===== config.mk =====
export PLATFORM = sky130hd
export DESIGN_NAME = emb_tmr_unit
export DESIGN_NICKNAME = d
export VERILOG_FILES = /design/src/rtl/emb_tmr_pkg.sv /design/src/rtl/emb_tmr_period.sv /design/src/rtl/emb_tmr_pit.sv /design/src/rtl/emb_tmr_unit.sv
export SDC_FILE = /design/constraint.sdc
export NUM_CORES = 1
export LEC_CHECK = 0
export BUFFER_PORTS_ARGS = -buffer_cell sky130_fd_sc_hd__buf_2
export CAP_MARGIN = 0
export CORE_ASPECT_RATIO = 0.6
export CORE_MARGIN = 4
export CORE_UTILIZATION = 56
export DETAILED_ROUTE_END_ITERATION = 16
export HOLD_SLACK_MARGIN = 0.03
export PLACE_DENSITY = 0.72
export SYNTH_ARGS = -nofsm -noshare
export SYNTH_HDL_FRONTEND = slang
export SYNTH_SLANG_ARGS = --single-unit

===== constraint.sdc =====
create_clock -name clk -period 3.35 [get_ports clk]
set_input_delay 0.335 -clock clk [delete_from_list [all_inputs] [get_ports clk]]
set_output_delay 0.335 -clock clk [all_outputs]
set_load 0.02 [all_outputs]

===== src/rtl/emb_tmr_pkg.sv =====
package emb_tmr_pkg;
   typedef enum logic [1:0] {
      SEL_CTRL = 2'd0,
      SEL_STAT = 2'd1,
      SEL_PIT  = 2'd2,
      SEL_NONE = 2'd3
   } tmr_sel_e;

   // control register bit positions
   localparam int CTL_LSB      = 22;
   localparam int CTL_AUTO     = 22;
   localparam int CTL_FIT_EN   = 23;
   localparam int CTL_FIT_PER  = 24;
   localparam int CTL_PIT_EN   = 26;
   localparam int CTL_WDG_EN   = 27;
   localparam int CTL_RST_TYPE = 28;
   localparam int CTL_WDG_PER  = 30;
   // status register bit positions
   localparam int ST_LSB       = 26;
   localparam int ST_FIT       = 26;
   localparam int ST_PIT       = 27;
   localparam int ST_WDG_MUTE  = 31;
endpackage


===== src/rtl/emb_tmr_period.sv =====
module emb_tmr_period #(
   parameter int BASE = 9,
   parameter int STEP = 4,
   localparam int CW  = BASE + 3 * STEP
) (
   input  logic       clk,
   input  logic       rst_n,
   input  logic       tick,
   input  logic [1:0] sel,
   output logic       expire
);
   if (BASE < 1 || STEP < 1 || CW > 40) begin : bad_cfg
      $error("emb_tmr_period: BASE and STEP must be >= 1 and the widest period at most 2^40");
   end

   logic [CW-1:0] lim [4];
   logic [CW-1:0] cnt;

   for (genvar k = 0; k < 4; k++) begin : g_lim
      localparam logic [63:0] FULL = (64'd1 << (BASE + k * STEP)) - 64'd1;
      assign lim[k] = FULL[CW-1:0];
   end

   assign expire = tick && (cnt >= lim[sel]);

   always_ff @(posedge clk) begin
      if (!rst_n)      cnt <= '0;
      else if (expire) cnt <= '0;
      else if (tick)   cnt <= cnt + 1'b1;
   end


   cnt_in_range_chk: assert property (@(posedge clk) disable iff (!rst_n)
      cnt <= lim[3]);
endmodule


===== src/rtl/emb_tmr_pit.sv =====
module emb_tmr_pit #(
   parameter int W = 32
) (
   input  logic         clk,
   input  logic         rst_n,
   input  logic         tick,
   input  logic         ld,
   input  logic [W-1:0] ld_val,
   input  logic         ctl_upd,
   input  logic         en,
   input  logic         auto_rl,
   output logic [W-1:0] cnt,
   output logic         expire
);
   if (W < 2 || W > 32) begin : bad_cfg
      $error("emb_tmr_pit: W must lie in 2..32");
   end

   logic [W-1:0] reload;
   logic         run;
   logic         can_run;

   assign can_run = (reload > W'(1)) && en;
   assign expire  = tick && run && !ld && !ctl_upd && (cnt <= W'(1));

   always_ff @(posedge clk) begin
      if (!rst_n) begin
         reload <= '0;
         cnt    <= '0;
         run    <= 1'b0;
      end else if (ld) begin
         reload <= ld_val;
         cnt    <= ld_val;
         run    <= (ld_val > W'(1)) && en;
      end else if (ctl_upd) begin
         run <= can_run;
         if (can_run && cnt == '0) cnt <= reload;
      end else if (expire) begin
         cnt <= auto_rl ? reload : '0;
         run <= auto_rl;
      end else if (tick && run) begin
         cnt <= cnt - 1'b1;
      end
   end


   cnt_le_reload_chk: assert property (@(posedge clk) disable iff (!rst_n)
      run |-> (cnt <= reload));

   oneshot_stops_chk: assert property (@(posedge clk) disable iff (!rst_n)
      (expire && !auto_rl) |=> (!run && cnt == '0));
endmodule


===== src/rtl/emb_tmr_unit.sv =====
module emb_tmr_unit
   import emb_tmr_pkg::*;
#(
   parameter int PIT_W    = 32,
   parameter int FIT_BASE = 9,
   parameter int FIT_STEP = 4,
   parameter int WDG_BASE = 17,
   parameter int WDG_STEP = 4
) (
   input  logic        clk,
   input  logic        rst_n,
   input  logic        tick,
   input  logic        reg_wr,
   input  logic [1:0]  reg_sel,
   input  logic [31:0] reg_wdata,
   output logic [31:0] reg_rdata,
   output logic        pit_irq,
   output logic        fit_irq,
   output logic        wdg_irq,
   output logic        rst_req,
   output logic [1:0]  rst_kind
);
   localparam int CTL_W = 32 - CTL_LSB;
   localparam int ST_W  = 32 - ST_LSB;

   tmr_sel_e            sel;
   logic [CTL_W-1:0]    ctl_q;
   logic [ST_W-1:0]     st_q;
   logic [ST_W-1:0]     st_d;
   logic [31:0]         ctl, st;
   logic                wr_ctl, wr_st, wr_pit;
   logic                fit_exp, wdg_exp, pit_exp;
   logic                pit_mute;
   logic [PIT_W-1:0]    pit_cnt;
   logic [1:0]          wd_stage;
   logic                pit_en_next;

   assign sel    = tmr_sel_e'(reg_sel);
   assign wr_ctl = reg_wr && sel == SEL_CTRL;
   assign wr_st  = reg_wr && sel == SEL_STAT;
   assign wr_pit = reg_wr && sel == SEL_PIT;
   assign ctl    = {ctl_q, {CTL_LSB{1'b0}}};
   assign st     = {st_q, {ST_LSB{1'b0}}};
   assign wd_stage = st[31:30];
   assign pit_en_next = wr_ctl ? reg_wdata[CTL_PIT_EN] : ctl[CTL_PIT_EN];

   emb_tmr_period #(.BASE(FIT_BASE), .STEP(FIT_STEP)) u_fit (
      .clk(clk), .rst_n(rst_n), .tick(tick),
      .sel(ctl[CTL_FIT_PER +: 2]), .expire(fit_exp));

   emb_tmr_period #(.BASE(WDG_BASE), .STEP(WDG_STEP)) u_wdg (
      .clk(clk), .rst_n(rst_n), .tick(tick),
      .sel(ctl[CTL_WDG_PER +: 2]), .expire(wdg_exp));

   emb_tmr_pit #(.W(PIT_W)) u_pit (
      .clk(clk), .rst_n(rst_n), .tick(tick),
      .ld(wr_pit), .ld_val(reg_wdata[PIT_W-1:0]),
      .ctl_upd(wr_ctl), .en(pit_en_next), .auto_rl(ctl[CTL_AUTO]),
      .cnt(pit_cnt), .expire(pit_exp));

   // status next state: clear written ones, then apply hardware events
   always_comb begin
      st_d = st_q;
      if (wr_st) st_d = st_q & ~reg_wdata[31:ST_LSB];
      if (fit_exp) st_d[ST_FIT - ST_LSB] = 1'b1;
      if (pit_exp) st_d[ST_PIT - ST_LSB] = 1'b1;
      if (wdg_exp) begin
         case (wd_stage)
            2'd0, 2'd1: st_d[ST_W-1] = 1'b1;
            2'd2:       st_d[ST_W-2] = 1'b1;
            default:    st_d[CTL_RST_TYPE - ST_LSB +: 2] = ctl[CTL_RST_TYPE +: 2];
         endcase
      end
   end

   always_ff @(posedge clk) begin
      if (!rst_n) begin
         ctl_q    <= '0;
         st_q     <= '0;
         pit_mute <= 1'b0;
         rst_req  <= 1'b0;
         rst_kind <= 2'd0;
      end else begin
         if (wr_ctl) ctl_q <= reg_wdata[31:CTL_LSB];
         st_q <= st_d;
         if (pit_exp)                           pit_mute <= 1'b0;
         else if (wr_st && reg_wdata[ST_WDG_MUTE]) pit_mute <= 1'b1;
         rst_req <= wdg_exp && wd_stage == 2'd3 && ctl[CTL_RST_TYPE +: 2] != 2'd0;
         if (wdg_exp && wd_stage == 2'd3 && ctl[CTL_RST_TYPE +: 2] != 2'd0)
            rst_kind <= ctl[CTL_RST_TYPE +: 2];
      end
   end

   always_comb begin
      case (sel)
         SEL_CTRL: reg_rdata = ctl;
         SEL_STAT: reg_rdata = st;
         SEL_PIT:  reg_rdata = 32'(pit_cnt);
         default:  reg_rdata = '0;
      endcase
   end

   assign fit_irq = st[ST_FIT] && ctl[CTL_FIT_EN];
   assign pit_irq = st[ST_PIT] && ctl[CTL_PIT_EN] && !pit_mute;
   assign wdg_irq = st[30] && ctl[CTL_WDG_EN];


   fit_rise_on_exp_chk: assert property (@(posedge clk) disable iff (!rst_n)
      $rose(st[ST_FIT]) |-> $past(fit_exp));

   wdg_first_stage_chk: assert property (@(posedge clk) disable iff (!rst_n)
      (wdg_exp && wd_stage == 2'd0 && !wr_st) |=> (wd_stage == 2'd2));

   rst_from_last_stage_chk: assert property (@(posedge clk) disable iff (!rst_n)
      rst_req |-> ($past(wd_stage) == 2'd3 && $past(wdg_exp)));
endmodule


* Word level (Yosys, flattened, before mapping)
Cells that the tools add are included.
Storage, ports and cells: output and inout bits 38, input bits 38, register bits after elaboration 135
Cells by class: add/subtract/negate cells 3, reductions and logical operators 36, mux-type cells 24, eq/ne operators 6, bitwise operators 5, magnitude comparators 7
Operators with widths (count):
- 2-to-1 mux 32 bit | 6
- case mux 32 bit (3 select lines) | 1
- > comparator 32 x 1 -> 1 bit, second input constant | 2
- binary-select mux 29 bit (select 2 bit) | 1
- 2-to-1 mux 29 bit | 2
- binary-select mux 21 bit (select 2 bit) | 1
- 2-to-1 mux 21 bit | 2
- less-or-equal comparator 32 x 1 -> 1 bit, second input constant | 1
- logical NOT 32 bit | 1
- subtractor 32 x 1 -> 32 bit, second input constant | 1
- adder 29 x 1 -> 29 bit, second input constant | 1
- greater-or-equal comparator 29 bit | 1
- adder 21 x 1 -> 21 bit, second input constant | 1
- greater-or-equal comparator 21 bit | 1
- logical AND 1 bit | 19
- 2-to-1 mux 1 bit | 8
- OR reduction 2 bit | 4
- AND 6 bit | 1
- equality test 2 bit, second input constant | 3
- greater-or-equal comparator 3 bit, second input constant | 2
- 2-to-1 mux 6 bit | 1
- inverter 2 -> 3 bit | 2
- inverter 6 bit | 1
- nonzero test 2 bit | 3
- other kinds (11) | 15

* Longest topological paths before layout
Gate-level depths: netlist (run 1).
depth after elaboration 9, depth in mapped cells 11

* Cells and area by module
From an unflattened synthesis (run 1), not the netlist that was laid out.
Unflattened totals: cells, all modules 911, area, all modules 7818.7 um2
Modules (own cells, without submodules):
- emb_tmr_pit | seq. area each 1301.2 um2, instances 1, cells an instance 434, area an instance 3716.1 um2
- emb_tmr_period (u_wdg) | seq. area each 580.6 um2, instances 1, cells an instance 202, area an instance 1740.4 um2
- emb_tmr_period (u_fit) | seq. area each 420.4 um2, instances 1, cells an instance 143, area an instance 1233.7 um2
- emb_tmr_unit | seq. area each 400.4 um2, instances 1, cells an instance 132, area an instance 1128.6 um2

* Worst setup path after synthesis (run 1)
OpenSTA, ideal clock, no wires.
path type register to register, start point register u_pit.cnt[19], end point register u_pit.cnt[31], arrival 2.278 ns, setup slack 0.956 ns, clock period less this slack 2.394 ns, stages on the path, launching flop included 11, library setup time 0.116 ns, data required time 3.234 ns, path buffers 3, path through dfxtp_1 > buf_6 > or4_4 > nor4_4 > nand4_4 > o31ai_2 > and2_1 > buf_6 > buf_6 > o211ai_1 > o211a_1
Between the ends: word-level cells in the longest chain between the ends 5, elaborated cells between the ends (all ways) 12, classes of those cells add/sub: 1; order compare: 1; eq/ne: 1; mux: 4; reduce/logical: 5
RTL lines:
- start: declaration | RTL line emb_tmr_pit.sv:12 | output logic [W-1:0] cnt,
- start signal: assignment | RTL line emb_tmr_pit.sv:33 | cnt <= ld_val;
- start signal: assignment | RTL line emb_tmr_pit.sv:37 | if (can_run && cnt == '0) cnt <= reload;
- start signal: assignment | RTL line emb_tmr_pit.sv:39 | cnt <= auto_rl ? reload : '0;
- subtractor 32 x 1 -> 32 bit / less-or-equal comparator 32 x 1 -> 1 bit (equally long branches) | RTL line emb_tmr_pit.sv:42, emb_tmr_pit.sv:24
- 2-to-1 mux 32 bit / logical AND 1 bit (equally long branches) | RTL line emb_tmr_pit.sv:41, emb_tmr_pit.sv:24
- 2-to-1 mux 32 bit | RTL line emb_tmr_pit.sv:38 | end else if (expire) begin
- 2-to-1 mux 32 bit | RTL line emb_tmr_pit.sv:35 | end else if (ctl_upd) begin
- 2-to-1 mux 32 bit | RTL line emb_tmr_pit.sv:31 | end else if (ld) begin
Several ways; a longest one is shown, not always the timed one. The select of a mux whose other input is x is not followed. A chain may end at the register's enable or synchronous reset.

* Worst setup path in the final report (run 1)
start point register u_pit.cnt[19], end point register u_pit.cnt[9]
Between the ends: word-level cells in the longest chain between the ends 5, elaborated cells between the ends (all ways) 10, classes of those cells order compare: 1; eq/ne: 1; mux: 3; reduce/logical: 5
RTL lines:
- less-or-equal comparator 32 x 1 -> 1 bit | RTL line emb_tmr_pit.sv:24 | assign expire = tick && run && !ld && !ctl_upd && (cnt <= W'(1));
- logical AND 1 bit | RTL line emb_tmr_pit.sv:24
- 2-to-1 mux 32 bit | RTL line emb_tmr_pit.sv:38
- 2-to-1 mux 32 bit | RTL line emb_tmr_pit.sv:35
- 2-to-1 mux 32 bit | RTL line emb_tmr_pit.sv:31
Several ways; a longest one is shown, not always the timed one.

==> results of run 1 <==
==> cell type report <==
cell class / count / area (um^2) / share of cell area
clock inverter: 11 / 143.9 / 0.01633
clock buffer: 21 / 480.5 / 0.05451
inverter: 12 / 45.04 / 0.005111
sequential: 135 / 2703 / 0.3066
timing repair buffer: 95 / 538.0 / 0.06104
multi-input combinational: 754 / 4691 / 0.5322
tap: 170 / 212.7 / 0.02413
==> layer usage <==
metal / share of wire / vias to the layer above
met2: 0.39 / 315
met5: 0 / -
met4: 0.0098 / 0
li1: - / 3514
met1: 0.50 / 3316
met3: 0.099 / 19
==> per-stage QoR <==
step / hold WS, ns / cell area [um^2]
detailed placement: 0.4514 / 8189
finish: 0.1915 / 8813
global route: 0.2051 / 8813
CTS: 0.1909 / 8813
global placement: 0.4485 / 8189
floorplan: 0.4404 / 7671
==> cells by family (layout without fill, tap and decap cells) <==
logic type | Yosys count | after routing | synth area share
AO/OA/AOI/OAI | 205 | 205 | 0.1938
XOR/XNOR | 65 | 65 | 0.07421
adder cells (fa/ha/maj) | 29 | 29 | 0.04730
buffers and inverters | 63 | 139 | 0.03735
flip-flops | 135 | 135 | 0.3523
multiplexers | 12 | 12 | 0.01566
AND/OR/NAND/NOR | 443 | 443 | 0.2794
==> cells in the final DEF, fill, tap and decap left out, drive strengths merged, types with 12 or more instances in the layout <==
master    n
nand2   181
a21oi    30
xnor2    25
dfxtp   135
nor4     23
nand3    32
clkbuf   21
buf      95
nand4    25
a21boi   45
mux2i    12
ha       29
o21ai    57
and3     19
inv      14
nor2     85
xor2     40
a41oi    15
and2     27
nor3     19
==> flip-flops by register name (all words and copies together) (netlist names) <==
register and count:
u_pit.cnt 32, rst_req 1, st_q 6, u_pit.reload 32, u_pit.run 1, ctl_q 10, rst_kind 2, u_wdg.cnt 29
pit_mute 1, u_fit.cnt 21
==> worst min path at each step <==
stage	from	to	slack (ns)	depth (start not counted)
final	reg_wdata[15]	u_pit.reload[15]$_SDFFE_PN0P_	0.19	3
after floorplan	u_wdg.cnt[7]$_SDFFE_PP0P_	u_wdg.cnt[7]$_SDFFE_PP0P_	0.44	2
after detailed placement	rst_kind[0]$_SDFFE_PN0P_	rst_kind[0]$_SDFFE_PN0P_	0.45	2
after global placement	rst_kind[0]$_SDFFE_PN0P_	rst_kind[0]$_SDFFE_PN0P_	0.45	2
after global routing	reg_wdata[23]	ctl_q[1]$_SDFFE_PN0P_	0.21	3
after CTS	reg_wdata[1]	u_pit.reload[1]$_SDFFE_PN0P_	0.19	3
==> cell usage after synthesis (22+ instances only) <==
master / n
nand2_1: 181
o21ai_0: 34
nand3_1: 32
xnor2_1: 25
xor2_1: 40
ha_1: 29
a21oi_1: 30
dfxtp_1: 135
and2_1: 27
clkbuf_1: 36
o21ai_1: 22
nand4_1: 24
a21boi_0: 45
nor2_1: 84
==> worst max-delay path: stages, from the launching register on <==
cell	delay (ns)
dfxtp_1	0.39
or4_4	0.61
nor4_4	0.31
nand4_4	0.22
o31ai_2	0.30
and2_2	0.37
buf_4	0.30
o21ai_1	0.11
a41oi_2	0.17
==> power groups by stage <==
stage	registers, mW	clock network (mW)	logic [mW]
floorplan	1.75	0	0.426
global placement	1.77	0	0.570
detailed placement	1.77	0	0.575
CTS	1.74	1.99	0.582
global route	1.75	2.07	0.647
finish	1.74	1.98	0.590
==> metrics.txt, run 1 <==
final-layout fill cell count=1,171; Sw Ratio=0.2719; post-route setup slack=approximately 0.5 ns; Post-Syn Nets=1,019; Pint=3.140 mW; crit path time final=2.863 ns; # resized after CTS=0; Worst-Skew Late Latency=0.42 ns; Worst IR Drop VDD=0.2786 mV; Leakage=3.481 nW; DRC violations left=0; largest net degree at the start of global routing=95; placed cell count=1,166; DIE WIDTH=roughly 160 um; post-synth top area cell=dfxtp_1; # IOs=76; CTS tree=yes; Register-to-Register Path Depth=8; setup bufs post-CTS=0; vias per inst=~6.0; EDFF count, synth=0; dominant synthesized flop cell=dfxtp_1; WL/cell=17.72 um; htree depth=4; maxcap violations=0; CTS root buffer=clkbuf_16; Least-Margin Pin Slew=0.8146 ns; clock network power share=0.460; Top Usage Layer GRT=met1; post-route ant nets=0; row cnt=32; DP Wirelength=15,190 um; Final Total Pwr=4.313 mW; CP Max Fanout=18; Non-Filler Instances=between 1,000 and 1,500; RR Startpoint=u_pit.cnt[19]$_SDFFE_PN0P_; Worst Setup Start Kind=flip-flop; relative slew slack=0.4549; share of cells above drive strength 1=0.1547; max-slew violation count=0; Ant. Diodes=0; cts bufs inserted=17; DIE HEIGHT=98.66 um; die area=15,700 um^2; number of clock sinks=135; Clk pin slew, worst setup/hold paths=0.06 ns; final setup fails=0; FF-to-FF End=u_pit.cnt[9]$_SDFFE_PN0P_; clock buffer depth=2; #FFs+latches synth=about 140; Layout Utilization=0.6711; Setup Crit Path Kind=flip-flop to flip-flop; Ys Warns=0; share of flip-flops with an asynchronous set or reset=0; top cells by area, synth=dfxtp_1 35%, nand2_1 8.9%, ha_1 4.7%, xor2_1 4.6%, a21boi_0 4.4%; RSZ-0062 raised after global routing=false; routed wire length=21,230 um; area share of the largest cell type after synthesis=0.3523; CP endpoint=u_pit.cnt[9]$_SDFFE_PN0P_; worst min path class=primary input to flip-flop; Post-layout nets=1,082; antenna violations before repair=0; overall routing resource usage=0.2734; Pwr Density=489.4 nW/um^2; worst slack, placed=0.5748 ns; vias in the first global route=6,537; via count=7,164; final setup TNS=0 ns; drt first pass iters=7; type of destination of the critical path=flip-flop; GR Layer Usage met3=0.06519; Switching Power=approximately 1.2 mW; gate count of the mapped netlist=952; Syn-to-layout area delta=14.89%; Tcrit/Tclk final=0.8546; grt met2 use=0.3614; crit path launch=u_pit.cnt[19]$_SDFFE_PN0P_; Avg Cell Area, Syn=8.058 um^2; Placeable Area=13,130 um^2; sequential-to-total area share from yosys stat=0.3523; Reg power frac=0.403; IO buf count=75; Reg2Reg Setup Slack=0.49 ns; Mapped Area=7671 um^2; grt ovf=0; status=finished, final reports clean; DRT iter0 DRCs=700; met1 Resource Use GR=0.4388; Fmax=349.3 MHz; WP data arrival=3.21 ns; first-pass GRT wire length=35,290 um; Worst Skew=about 0.012 ns; hold_buf cts=0; gpl congestion=0.9741; Logic pwr share=0.137; Worst EP required=about 3.7 ns; Initial Util=0.5841; final hold vios=0; Distinct cells, synth=60
No activity file was read; power rests on OpenSTA's default activity.
==> run 2: changes to the inputs <==
- ABC_AREA: default -> 1
- RECOVER_POWER: default -> 25
==> run 2 against run 1 <==
Against the previous run:
- clock-buffer cell count shrank 3
- area after synthesis is 12% higher
- synthesized cell count up 45%
- critical endpoint is now u_pit.cnt[17]$_SDFFE_PN0P_
==> metrics.txt, run 2 <==
status=finished, final reports clean; routed wire length=29,000 um (+37%); worst min path class=primary input to flip-flop; EDFF count, synth=0 (unchanged); number of clock sinks=135 (unchanged); gate count of the mapped netlist=1,382 (+45%); DP Wirelength=22,180 um (+46%); register area=2703 um^2 (unchanged); IO buf count=75 (unchanged); RR Startpoint=u_pit.cnt[22]$_SDFFE_PN0P_; Sw Ratio=0.3402 (+0.06838); Syn-to-layout area delta=13.31%; relative slew slack=0.2612 (-0.1937); post-synthesis mux area share=0.001170 (-0.01449); #FFs+latches synth=135 (unchanged); cts bufs inserted=17 (unchanged); die area=17,380 um^2 (+11%); Fmax=338.9 MHz (-3.0%); DRC violations left=0 (unchanged); type of destination of the critical path=flip-flop; post-route cell area=9693 um^2 (+10%); final hold vios=0 (unchanged); RSZ-0062 raised after global routing=false; setup bufs post-CTS=0 (unchanged); # resized after CTS=0 (unchanged); largest family of logic cells by synthesized area=simple AND/OR/NAND/NOR gates; gpl congestion=1.067 (+9.6%); Initial Util=0.5812 (-0.002947); hold_buf cts=0 (unchanged); Placeable Area=14,720 um^2 (+12%); Worst Setup Start Kind=primary input; vias per inst=5.596 (-6.4%); Worst Skew=0.01313 ns (+0.001249 ns); CP Max Fanout=26 (+8); post-synth top area cell=dfxtp_1; WHS=0.1949 ns (+0.003430 ns); Area after DPL=9115 um^2 (+11%); Avg Cell Area, Syn=6.190 um^2 (-23%); area of the multi-input gates=4951 um^2 (+5.5%); drt first pass iters=7 (unchanged); Least-Margin Pin Slew=1.108 ns (+0.2936 ns); Synth Area in Adders=0.04242 (-0.004884); Tcrit/Tclk final=0.8809 (+0.02628); count leader, synth=nand2_1; clock network power share=0.417 (-0.043); htree depth=4 (unchanged); first-pass GRT wire length=44,780 um (+27%); CTS root buffer=clkbuf_16; dominant synthesized flop cell=dfxtp_1; Pint=3.059 mW (-2.6%); Reg power frac=0.376 (-0.027); WP data arrival=3.27 ns (+0.06 ns); Post-Syn Nets=1,449 (+42%); share of flip-flops with an asynchronous set or reset=0 (unchanged); final setup fails=0 (unchanged); crit path time final=2.951 ns (+0.08802 ns); antenna violations before repair=0 (unchanged); top post-synthesis cells by count=339 x nand2_1, 250 x nor2_1, 183 x inv_1, 135 x dfxtp_1, 87 x a21oi_1; min-delay src=reg_wdata[3]; top cells by area, synth=dfxtp_1 32%, nand2_1 15%, nor2_1 11%, inv_1 8.0%, a21oi_1 5.1%; WL/cell=17.43 um (-1.7%); Pwr Density=478.3 nW/um^2 (-2.3%); DIE WIDTH=167.6 um (+5.3%); maxcap violations=0 (unchanged); Setup Crit Path Kind=primary input to flip-flop; max-slew violation count=0 (unchanged); Top Registers=u_pit.cnt: 32 flops, u_pit.reload: 32 flops, u_wdg.cnt: 29 flops; grt ovf=0 (unchanged); compound-cell area share of the yosys netlist=0.1115 (-0.08232); Final Total Pwr=4.636 mW (+7.5%); vias in the first global route=7,932 (+21%); Leakage=4.532 nW (+30%); DRT iter0 DRCs=1,245 (+78%); area share of the largest cell type after synthesis=0.3159 (-0.03638); largest net degree at the start of global routing=51 (-46%); Ant. Diodes=0 (unchanged); share of cells above drive strength 1=0.09891 (-0.05576); Worst IR Drop VDD=0.2942 mV (+5.6%); overall routing resource usage=0.3247 (+0.05124); commonest non-fill, non-tap cell in the layout=nand2_1; DIE HEIGHT=103.7 um (+5.1%); post-route ant nets=0 (unchanged); Worst-Skew Late Latency=0.42 ns (about the same); Post-layout nets=1,520 (+40%); Logic pwr share=0.207 (+0.070); Simple-Gate Fraction of Synth Area=0.3746 (+0.09518); final-layout fill cell count=1,374 (+17%); Distinct cells, synth=38 (-37%); # IOs=76 (unchanged); sequential-to-total area share from yosys stat=0.3159 (-0.03638); Mapped Area=8554 um^2 (+12%); synthesized-area fraction occupied by xor and xnor cells=0.04914 (-0.02507); most frequent cells in the layout=339 x nand2_1, 250 x nor2_1, 183 x inv_1; row cnt=34 (+6.3%); Switching Power=1.577 mW (+35%); Clk pin slew, worst setup/hold paths=0.06 ns (about the same); clock buffer depth=2 (unchanged); CTS tree=yes; via count=9,311 (+30%); Worst EP required=3.67 ns (-0.02 ns); Ys Warns=0 (unchanged); crit path launch=reg_sel[1]; final setup TNS=0 ns (unchanged)
==> run 2: cell type report <==
type                    instances  share of cell area
multi-input cells            1020              0.5108
clock inverters                14             0.01678
well taps                     198             0.02556
flip-flops and latches        135              0.2788
clock buffers                  18             0.04428
repair buffers                 93             0.05176
inverters                     186             0.07203
==> run 2: logic make-up (layout without fill, tap and decap cells) <==
kind of cell               count (synthesis)  in the layout
AOI/OAI and AO/OA                        183            183
muxes                                      1              1
adders and majority gates                 29             29
xor gates and xnor gates                  48             48
DFF                                      135            135
buffers and inverters                    227            311
and+or+nand+nor                          759            759
==> run 2: worst paths after layout <==
path / slack [ns] / end / cells past startpoint
worst max-delay path: 0.40 / u_pit.cnt[17]$_SDFFE_PN0P_ / 13
worst min-delay path: 0.19 / u_pit.reload[3]$_SDFFE_PN0P_ / 3
worst max register to register: 0.70 / u_pit.cnt[4]$_SDFFE_PN0P_ / 11
worst min register to register: 0.46 / rst_kind[1]$_SDFFE_PN0P_ / 2
==> run 2: worst max-delay path, cell delays in order <==
cell      delay [ns]
buf_2           0.13
nor2_4          0.21
inv_2           0.11
nor2_4          0.09
clkbuf_1        0.82
nand2_1         0.20
nor2_1          0.24
nand2_1         0.07
nand2_1         0.26
buf_4           0.34
nand4_1         0.27
nand2_1         0.12
inv_1           0.04
==> run 2: layer usage <==
| layer | up-vias | wire length [um] | global-route usage |
|---|---|---|---|
| li1 | 4533 | - | - |
| met1 | 4188 | 13910 | 0.5203 |
| met2 | 559 | 9647 | 0.3629 |
| met3 | 28 | 5168 | 0.1781 |
| met4 | 3 | 215 | 0.04748 |
| met5 | - | 60 | 0.02609 |
==> run 2: power by group through the flow <==
stage                     clock network, mW  logic [mW]  registers [mW]
after global placement                    0       0.900            1.77
after CTS                              1.94       0.903            1.73
final                                  1.94       0.958            1.74
after floorplan                           0       0.617            1.74
after global routing                   2.03        1.04            1.74
after detailed placement                  0       0.896            1.77
==> run 2: stage by stage <==
step                cells  setup WS (ns)  utilization
floorplan            1382          1.398            -
global placement     1632         0.7795       0.6193
detailed placement   1632         0.7426       0.6193
CTS                  1664         0.8532       0.6595
global route         1664         0.3038       0.6585
finish               1664         0.3991       0.6585
==> run 3: changes to the inputs <==
- MAX_ROUTING_LAYER: default -> met4
==> run 3 against run 2 <==
Against the previous run:
- sequential share of layout area up 0.087 points
- largest cell class unchanged
- the flow now finishes with violations (max-capacitance violations, max-slew violations)
- via count increased by 0.12%
- power down 0.30%
- highest routed layer is now met4
- cell count decreased by 0.30%
- register-to-register slack better by 0.14 ns
==> metrics.txt, run 3 (synthesis gave the netlist of run 2 again) <==
CP Max Fanout=48 (+85%); routed wire length=29,660 um (+2.3%); CTS root buffer=clkbuf_16; Worst Skew=0.01540 ns (+0.002268 ns); DP Wirelength=22,650 um (+2.1%); Post-layout nets=1,515 (-0.33%); Setup Crit Path Kind=primary input to flip-flop; grt met2 use=0.4005 (+0.03767); WHS=0.1968 ns (+0.001868 ns); CTS tree=yes; grt ovf=0 (unchanged); first-pass GRT wire length=46,690 um (+4.3%); commonest non-fill, non-tap cell in the layout=nand2_1; Worst Setup Start Kind=primary input; # IOs=76 (unchanged); DRT iter0 DRCs=1,276 (+2.5%); failing checks=max-capacitance violations, max-slew violations; worst min path class=primary input to flip-flop; DIE HEIGHT=103.7 um (unchanged); met1 Resource Use GR=0.5512 (+0.03087); post-route ant nets=0 (unchanged); GR Layer Usage met3=0.1389 (-0.03921); DRC violations left=0 (unchanged); row cnt=34 (unchanged); Least-Margin Pin Slew=2.182 ns (+1.074 ns); via count=9,322 (+0.12%); Syn-to-layout area delta=12.96%; max-slew violation count=49 (+49); DIE WIDTH=167.6 um (unchanged); hold_buf cts=0 (unchanged); Worst EP required=3.68 ns (about the same); Worst IR Drop VDD=0.2919 mV (-0.76%); gpl congestion=1.061 (-0.56%); Top Registers=u_pit.cnt: 32 flops, u_pit.reload: 32 flops, u_wdg.cnt: 29 flops; most frequent cells in the layout=339 x nand2_1, 251 x nor2_1, 184 x inv_1; post-route cell area=9663 um^2 (-0.31%); overall routing resource usage=0.3467 (+0.02203); Fmax=355.8 MHz (+5.0%); setup bufs post-CTS=0 (unchanged); Clk pin slew, worst setup/hold paths=0.06 ns (about the same); Leakage=4.523 nW (-0.18%); final setup fails=0 (unchanged); status=finished, violations left; clock buffer depth=2 (unchanged); drt first pass iters=7 (unchanged); vias in the first global route=8,227 (+3.7%); final setup TNS=0 ns (unchanged); htree depth=4 (unchanged); number of clock sinks=135 (unchanged); Pwr Density=478.3 nW/um^2 (about the same); cts bufs inserted=17 (unchanged); Worst-Skew Late Latency=0.43 ns (about the same); Top Usage Layer GRT=met1; relative slew slack=-0.4548 (-0.7160); final hold vios=0 (unchanged); maxcap violations=1 (+1); Initial Util=0.5812 (unchanged); IO buf count=75 (unchanged); Placeable Area=14,720 um^2 (unchanged); largest net degree at the start of global routing=51 (unchanged); type of destination of the critical path=flip-flop; Area after DPL=9077 um^2 (-0.41%); share of cells above drive strength 1=0.09582 (-0.003084); crit path time final=2.811 ns (-0.1402 ns); vias per inst=5.619 (+0.42%); WL/cell=17.88 um (+2.6%); WP data arrival=3.14 ns (-0.13 ns); Ant. Diodes=0 (unchanged); antenna violations before repair=0 (unchanged); die area=17,380 um^2 (unchanged); RSZ-0062 raised after global routing=false; # resized after CTS=0 (unchanged); Tcrit/Tclk final=0.8390 (-0.04185)
-- run 3: power by group --
part	internal, mW	switching, mW
Sequential	1.66	0.0885
Combinational	0.269	0.669
Clock	1.07	0.861
Total	3.00	1.62
-- run 3: final cells by class --
class,count,area [um^2]
inverters,186,698.2
clock inverters,15,176.4
well taps,198,247.7
fillers,1423,5056
multi-input cells,1020,4949
clock buffers,17,425.4
flip-flops and latches,135,2703
repair buffers,88,464.2
-- run 3: final timing paths --
| path | start | end | slack [ns] | depth (start not counted) |
|---|---|---|---|---|
| worst max register to register | u_pit.cnt[8]$_SDFFE_PN0P_ | u_pit.cnt[5]$_SDFFE_PN0P_ | 0.84 | 10 |
| worst max-delay path | rst_n | u_fit.cnt[10]$_SDFFE_PP0P_ | 0.54 | 3 |
| worst min register to register | rst_kind[1]$_SDFFE_PN0P_ | rst_kind[1]$_SDFFE_PN0P_ | 0.47 | 2 |
| worst min-delay path | reg_wdata[25] | ctl_q[3]$_SDFFE_PN0P_ | 0.20 | 3 |
-- run 3: critical path, stage by stage --
cell and delay (ns):
clkbuf_1 1.52, nand2_1 0.99, nor2_1 0.28
-- run 3: stage by stage --
step	power, mW	instances	setup slack (ns)	util
2_1_floorplan	2.359	1382	1.398	-
3_3_place_gp	2.665	1627	0.7546	0.6167
3_5_place_dp	2.663	1627	0.7691	0.6167
4_1_cts	4.571	1659	0.8450	0.6576
5_1_grt	4.790	1659	0.3196	0.6565
6_report	4.622	1659	0.5393	0.6565
-- run 3: metal layers --
| layer | wire length [um] | up-vias |
|---|---|---|
| li1 | - | 4522 |
| met1 | 13960 | 4183 |
| met2 | 10370 | 582 |
| met3 | 5047 | 35 |
| met4 | 282 | 0 |
| met5 | 0 | - |
